$ cat config.mk
export PLATFORM = sky130hd
export DESIGN_NAME = pci_win_map
export DESIGN_NICKNAME = d
export VERILOG_FILES = /design/src/rtl/pci_win_map_pkg.sv /design/src/rtl/pci_win_regbank.sv /design/src/rtl/pci_win_xlate.sv /design/src/rtl/pci_win_map.sv
export SDC_FILE = /design/constraint.sdc
export NUM_CORES = 1
export LEC_CHECK = 0
export BUFFER_PORTS_ARGS = -buffer_cell sky130_fd_sc_hd__buf_2
export CORE_AREA = 2 2 156 158
export CTS_BUF_LIST = sky130_fd_sc_hd__clkbuf_8
export DETAILED_ROUTE_END_ITERATION = 8
export DIE_AREA = 0 0 158 160
export PLACE_DENSITY = 0.82
export SYNTH_ARGS = -nofsm -noshare
export SYNTH_HDL_FRONTEND = slang
export SYNTH_SLANG_ARGS = --single-unit
$ cat constraint.sdc
create_clock -name clk -period 3.75 [get_ports clk]
set_input_delay 0.75 -clock clk [delete_from_list [all_inputs] [get_ports clk]]
set_output_delay 0.75 -clock clk [all_outputs]
set_load 0.03 [all_outputs]
$ cat src/rtl/pci_win_map_pkg.sv
package pci_win_map_pkg;
  localparam int NWIN   = 3;
  localparam int NWORD  = 8;
  localparam int IDX_W  = $clog2(NWORD);
  // word indices inside the bank (byte offset = index * 4)
  localparam int IDX_MAP0 = 0;
  localparam int IDX_SELF = 3;
  localparam int IDX_FLG  = 4;
  localparam int IDX_SEC0 = 5;

  typedef logic [31:0] word_t;

  typedef struct packed {
    logic             hit;
    logic [IDX_W-1:0] idx;
  } dec_t;

  function automatic dec_t decode_off(input logic [31:0] a);
    dec_t d;
    d.idx = a[IDX_W+1:2];
    d.hit = (a[1:0] == 2'b00) && (a < 32'(NWORD * 4));
    return d;
  endfunction
endpackage

$ cat src/rtl/pci_win_regbank.sv
module pci_win_regbank
  import pci_win_map_pkg::*;
#(
  parameter int ADDR_W = 8
) (
  input  logic                   clk,
  input  logic                   rst_n,
  input  logic                   wr,
  input  logic                   rd,
  input  logic [ADDR_W-1:0]      addr,
  input  logic [31:0]            wdata,
  output logic [31:0]            rdata,
  output logic                   rvalid,
  output logic [NWIN-1:0][31:0]  map_q
);
  logic [NWORD-1:0][31:0] words_q;
  dec_t dec;

  always_comb dec = decode_off(32'(addr));

  always_ff @(posedge clk) begin
    if (!rst_n) begin
      words_q <= '0;
      rdata   <= '0;
      rvalid  <= 1'b0;
    end else begin
      rvalid <= rd;
      if (rd) rdata <= dec.hit ? words_q[dec.idx] : 32'h0;
      if (wr && dec.hit) words_q[dec.idx] <= wdata;
    end
  end

  for (genvar g = 0; g < NWIN; g++) begin : g_map
    assign map_q[g] = words_q[IDX_MAP0 + g];
  end


  rd_then_valid_chk: assert property (@(posedge clk) disable iff (!rst_n)
    rd |=> rvalid);

  undef_read_zero_chk: assert property (@(posedge clk) disable iff (!rst_n)
    (rd && !dec.hit) |=> (rdata == 32'h0));

  undef_write_stable_chk: assert property (@(posedge clk) disable iff (!rst_n)
    (wr && !dec.hit) |=> $stable(words_q));
endmodule

$ cat src/rtl/pci_win_xlate.sv
module pci_win_xlate #(
  parameter logic [31:0] SIZE_NIB = 32'h1000_0000,
  parameter logic [31:0] SIZE_MSK = 32'h0100_0000
) (
  input  logic        mode_sel,
  input  logic [31:0] map_word,
  input  logic [31:0] off,
  output logic [31:0] addr,
  output logic        oor
);
  logic [31:0] size, base;

  always_comb begin
    size = mode_sel ? SIZE_MSK : SIZE_NIB;
    if (mode_sel) base = map_word & ~(size - 32'd1);
    else          base = {map_word[3:0], 28'h0};
    addr = base + off;
    oor  = (off >= size);
  end
endmodule

$ cat src/rtl/pci_win_map.sv
module pci_win_map
  import pci_win_map_pkg::*;
#(
  parameter int ADDR_W = 8,
  parameter logic [NWIN-1:0][31:0] SIZES_NIB = {32'h1000_0000, 32'h1000_0000, 32'h0C00_0000},
  parameter logic [NWIN-1:0][31:0] SIZES_MSK = {32'h0800_0000, 32'h0400_0000, 32'h0100_0000}
) (
  input  logic                  clk,
  input  logic                  rst_n,
  input  logic                  mode_sel,
  input  logic                  reg_wr,
  input  logic                  reg_rd,
  input  logic [ADDR_W-1:0]     reg_addr,
  input  logic [31:0]           reg_wdata,
  output logic [31:0]           reg_rdata,
  output logic                  reg_rvalid,
  input  logic [NWIN-1:0][31:0] win_off,
  output logic [NWIN-1:0][31:0] win_addr,
  output logic [NWIN-1:0]       win_oor
);
  logic [NWIN-1:0][31:0] map_q;
  dec_t wdec;

  always_comb wdec = decode_off(32'(reg_addr));

  pci_win_regbank #(.ADDR_W(ADDR_W)) u_bank (
    .clk(clk), .rst_n(rst_n), .wr(reg_wr), .rd(reg_rd), .addr(reg_addr),
    .wdata(reg_wdata), .rdata(reg_rdata), .rvalid(reg_rvalid), .map_q(map_q)
  );

  for (genvar w = 0; w < NWIN; w++) begin : g_win
    pci_win_xlate #(.SIZE_NIB(SIZES_NIB[w]), .SIZE_MSK(SIZES_MSK[w])) u_xl (
      .mode_sel(mode_sel), .map_word(map_q[w]), .off(win_off[w]),
      .addr(win_addr[w]), .oor(win_oor[w])
    );


    nib_top_chk: assert property (@(posedge clk) disable iff (!rst_n)
      (!mode_sel && !win_oor[w]) |-> (win_addr[w][31:28] == map_q[w][3:0]));

    if ($countones(SIZES_MSK[w]) == 1) begin : g_pow2

      msk_base_chk: assert property (@(posedge clk) disable iff (!rst_n)
        (mode_sel && !win_oor[w]) |->
          ((win_addr[w] & ~(SIZES_MSK[w] - 32'd1)) == (map_q[w] & ~(SIZES_MSK[w] - 32'd1))));
    end
  end


  side_write_inert_chk: assert property (@(posedge clk) disable iff (!rst_n)
    (reg_wr && wdec.hit && (int'(wdec.idx) >= IDX_SELF)) |=>
      (!$stable(win_off) || $stable(win_addr)));
endmodule

==> impl_metrics.json <==
{
  "ys_types": 43,
  "crit_path_frequent_cell": "buf_2",
  "worstPathRequired_ns": 3.00,
  "r2r_cells": 3,
  "setup_tns_ns": 0,
  "drtPass1Iterations": 5,
  "synth.area.top_cells": "dfxtp_1, mux2i_1, mux4_2",
  "ys_seq_area_share_pct": 43.4,
  "synth_warnings": 0,
  "start_kind": "primary input",
  "synth.avg_cell_area_um2": 9.96,
  "post-route-period-util_pct": 92.8,
  "die_w_um": 158,
  "dp_hpwl_mm": 23.6,
  "path_delay_family": "buffers and inverters",
  "overflow": 0,
  "path_depth": 8,
  "yosys_register_bits": 289,
  "finalCriticalPeriod_ns": 3.48,
  "io_pins": 273,
  "setup_viol_count_final": 0,
  "final_cell_mix": "dfxtp_1, buf_2, nand2_1",
  "slew_headroom_pct": 40.0,
  "synth_edf_count": 0,
  "final_cell_area_um2": 15300,
  "synth_nets": 1505,
  "cts_tree": "yes",
  "reg2reg_from": "u_bank.map_q[94]",
  "num_rows": 57,
  "hold_path_class": "reg -> reg",
  "placed_area_um2": 14300,
  "vias": 10800,
  "synthDominantCellAreaShare_pct": 43.4,
  "core_area_um2": 23800,
  "crit_path_cell_trace": "buf_2 -> mux2_2 -> ha_1 -> nand3_1 -> o211ai_1 -> o41ai_2 -> xnor2_1 -> buf_2",
  "via_per_inst": 5.77,
  "worst-path-buf-inv": 2,
  "status": "completed",
  "ant_nets": 0,
  "rsz0062_at_grt": "no",
  "synth_top_cell_by_area": "dfxtp_1",
  "crit_fanout": 17,
  "reg2reg_setup_slack_ns": 2.38,
  "hold_viol": 0,
  "drt-initial-drc-count": 714,
  "max_freq_ghz": 0.287,
  "grt_max_degree": 115,
  "final_common_cell": "dfxtp_1",
  "worstMarginPinSlew_ns": 0.891,
  "ctsHtreeMaxLevel": 2,
  "startpoint": "mode_sel",
  "endpoint_kind": "output pin",
  "irDropWorstVdd_mv": 0.333,
  "drc_errors": 0,
  "final_max_slew_viol_count": 0,
  "synthFlopType": "dfxtp_1",
  "drv_cap": 0,
  "crit_type": "in -> out",
  "antenna_found_initial": 1,
  "ys_async_sr_fraction_pct": 0,
  "p_leak_nw": 6.80,
  "hold-worst-slack_ns": 0.449,
  "clk_pin_slew_worst_paths_ns": 0.06,
  "power_density_nw_per_um2": 418,
  "grt_pass1_wl_mm": 55.3,
  "critPathMaxStageDelay_ns": 0.38,
  "drive_gt1_share_pct": 29.4,
  "synthCells": 1338,
  "drt-total-wl_mm": 35.1,
  "finClkSkew_ns": 0.0192,
  "start_util_pct": 56.0,
  "dieHeight_um": 160,
  "grt_use_total_pct": 27.5,
  "clk_path_buf_depth": 3,
  "cts_buffers": 44,
  "grt_pass1_vias": 10800,
  "port_buffers": 272,
  "min-delay-start": "u_bank.rdata[25]",
  "critPathArrivalTime_ns": 2.73,
  "syn_to_final_growth_pct": 15.0,
  "slowest_stage": "mux2_2",
  "cts_root_buf": "clkbuf_8",
  "detail_route.wl_per_cell_um": 18.8,
  "cts.sink_count": 289,
  "die_area_um2": 25300,
  "timing.rr.end": "u_bank.rdata[30]",
  "clk_latency_ns": 0.55,
  "globalplace.congestion": 0.938,
  "syn_area_um2": 13300,
  "final_nets": 1671,
  "cp-endpoint": "win_addr[31]"
}
==> area by class of cell <==
class / count / area [um^2]
inverters: 14 / 52.6
clock inverters: 22 / 153
clock buffers: 60 / 826
fillers: 1908 / 8490
diodes: 1 / 2.50
multi-input cells: 854 / 6470
flip-flops and latches: 289 / 5790
repair buffers: 301 / 1630
well taps: 324 / 405
==> stage by stage <==
step,setup slack [ns],total power [mW],std cells,util (%)
floorplan,0.106,3.53,1338,-
global placement,0.276,3.68,1782,60.2
detailed placement,0.184,3.68,1782,60.2
CTS,0.161,6.44,1864,64.3
global route,0.115,6.63,1864,64.3
finish,0.270,6.40,1865,64.3
==> worst register-to-register path, cell delays in order (launching register included) <==
cell and delay [ns]:
dfxtp_1 0.33, mux4_2 0.49, mux2i_1 0.29, o21ai_0 0.13
==> per-layer routing <==
| layer | GRT usage [%] | part of all wire (%) |
|---|---|---|
| met3 | 5.86 | 7.3 |
| met5 | 0 | 0 |
| met2 | 45.8 | 48 |
| met4 | 9.17 | 2.6 |
| met1 | 35.5 | 42 |
==> synth_stat cells, types with 4 or more instances <==
| master | n |
|---|---|
| dfxtp_1 | 289 |
| nand2_1 | 194 |
| o21ai_0 | 165 |
| mux2i_1 | 164 |
| nand3_1 | 135 |
| buf_4 | 80 |
| clkbuf_1 | 65 |
| mux4_2 | 64 |
| ha_1 | 23 |
| buf_1 | 17 |
| nor4_1 | 17 |
| inv_1 | 14 |
| buf_2 | 13 |
| xnor2_1 | 12 |
| and2_1 | 8 |
| mux2_2 | 8 |
| a21o_1 | 7 |
| a21oi_1 | 7 |
| buf_6 | 6 |
| nor2_1 | 5 |
| nand4b_1 | 4 |
| nor3_1 | 4 |
| or4_1 | 4 |
==> cells by family (layout without fill, tap and decap cells) <==
group	after synthesis	in the layout	synth area share, %
buffers and inverters	195	397	8.20
flip-flops	289	289	43.4
XOR/XNOR	15	15	0.985
adder cells (fa/ha/maj)	26	26	2.61
AND/OR/NAND/NOR	390	390	13.7
other	0	1	0
AO/OA/AOI/OAI	187	187	7.33
multiplexers	236	236	23.8
==> how the worst min path moves through the flow <==
stage	slack, ns	end	cells after the start
finish	0.45	u_bank.rdata[25]	2
global route	0.47	u_bank.map_q[17]	2
CTS	0.45	u_bank.rdata[3]	2
detailed placement	0.44	u_bank.rdata[3]	2
global placement	0.43	u_bank.rdata[3]	2
floorplan	0.43	u_bank.words_q[224]	2
==> sequential cells by signal, summed over array words and instances (netlist names) <==
signal / count
u_bank.map_q: 96
u_bank.rdata: 32
u_bank.rvalid: 1
u_bank.words_q: 160
==> report_power, final <==
group	internal [mW]	switching, mW	total, mW
sequential	3.07	0.00198	3.08
combinational	0.174	0.370	0.544
clock	1.57	1.21	2.78
total	4.82	1.58	6.40
==> what timing repair did <==
| item | CTS | global route |
|---|---|---|
| setup endpoints to repair | 0 | 1 |
| setup buffers | 0 | 0 |
| endpoints found under the hold margin | 0 | 0 |
| gates resized for setup | 0 | 1 |
| hold buffers | 0 | 0 |
Power figures use the tool's default switching activity.
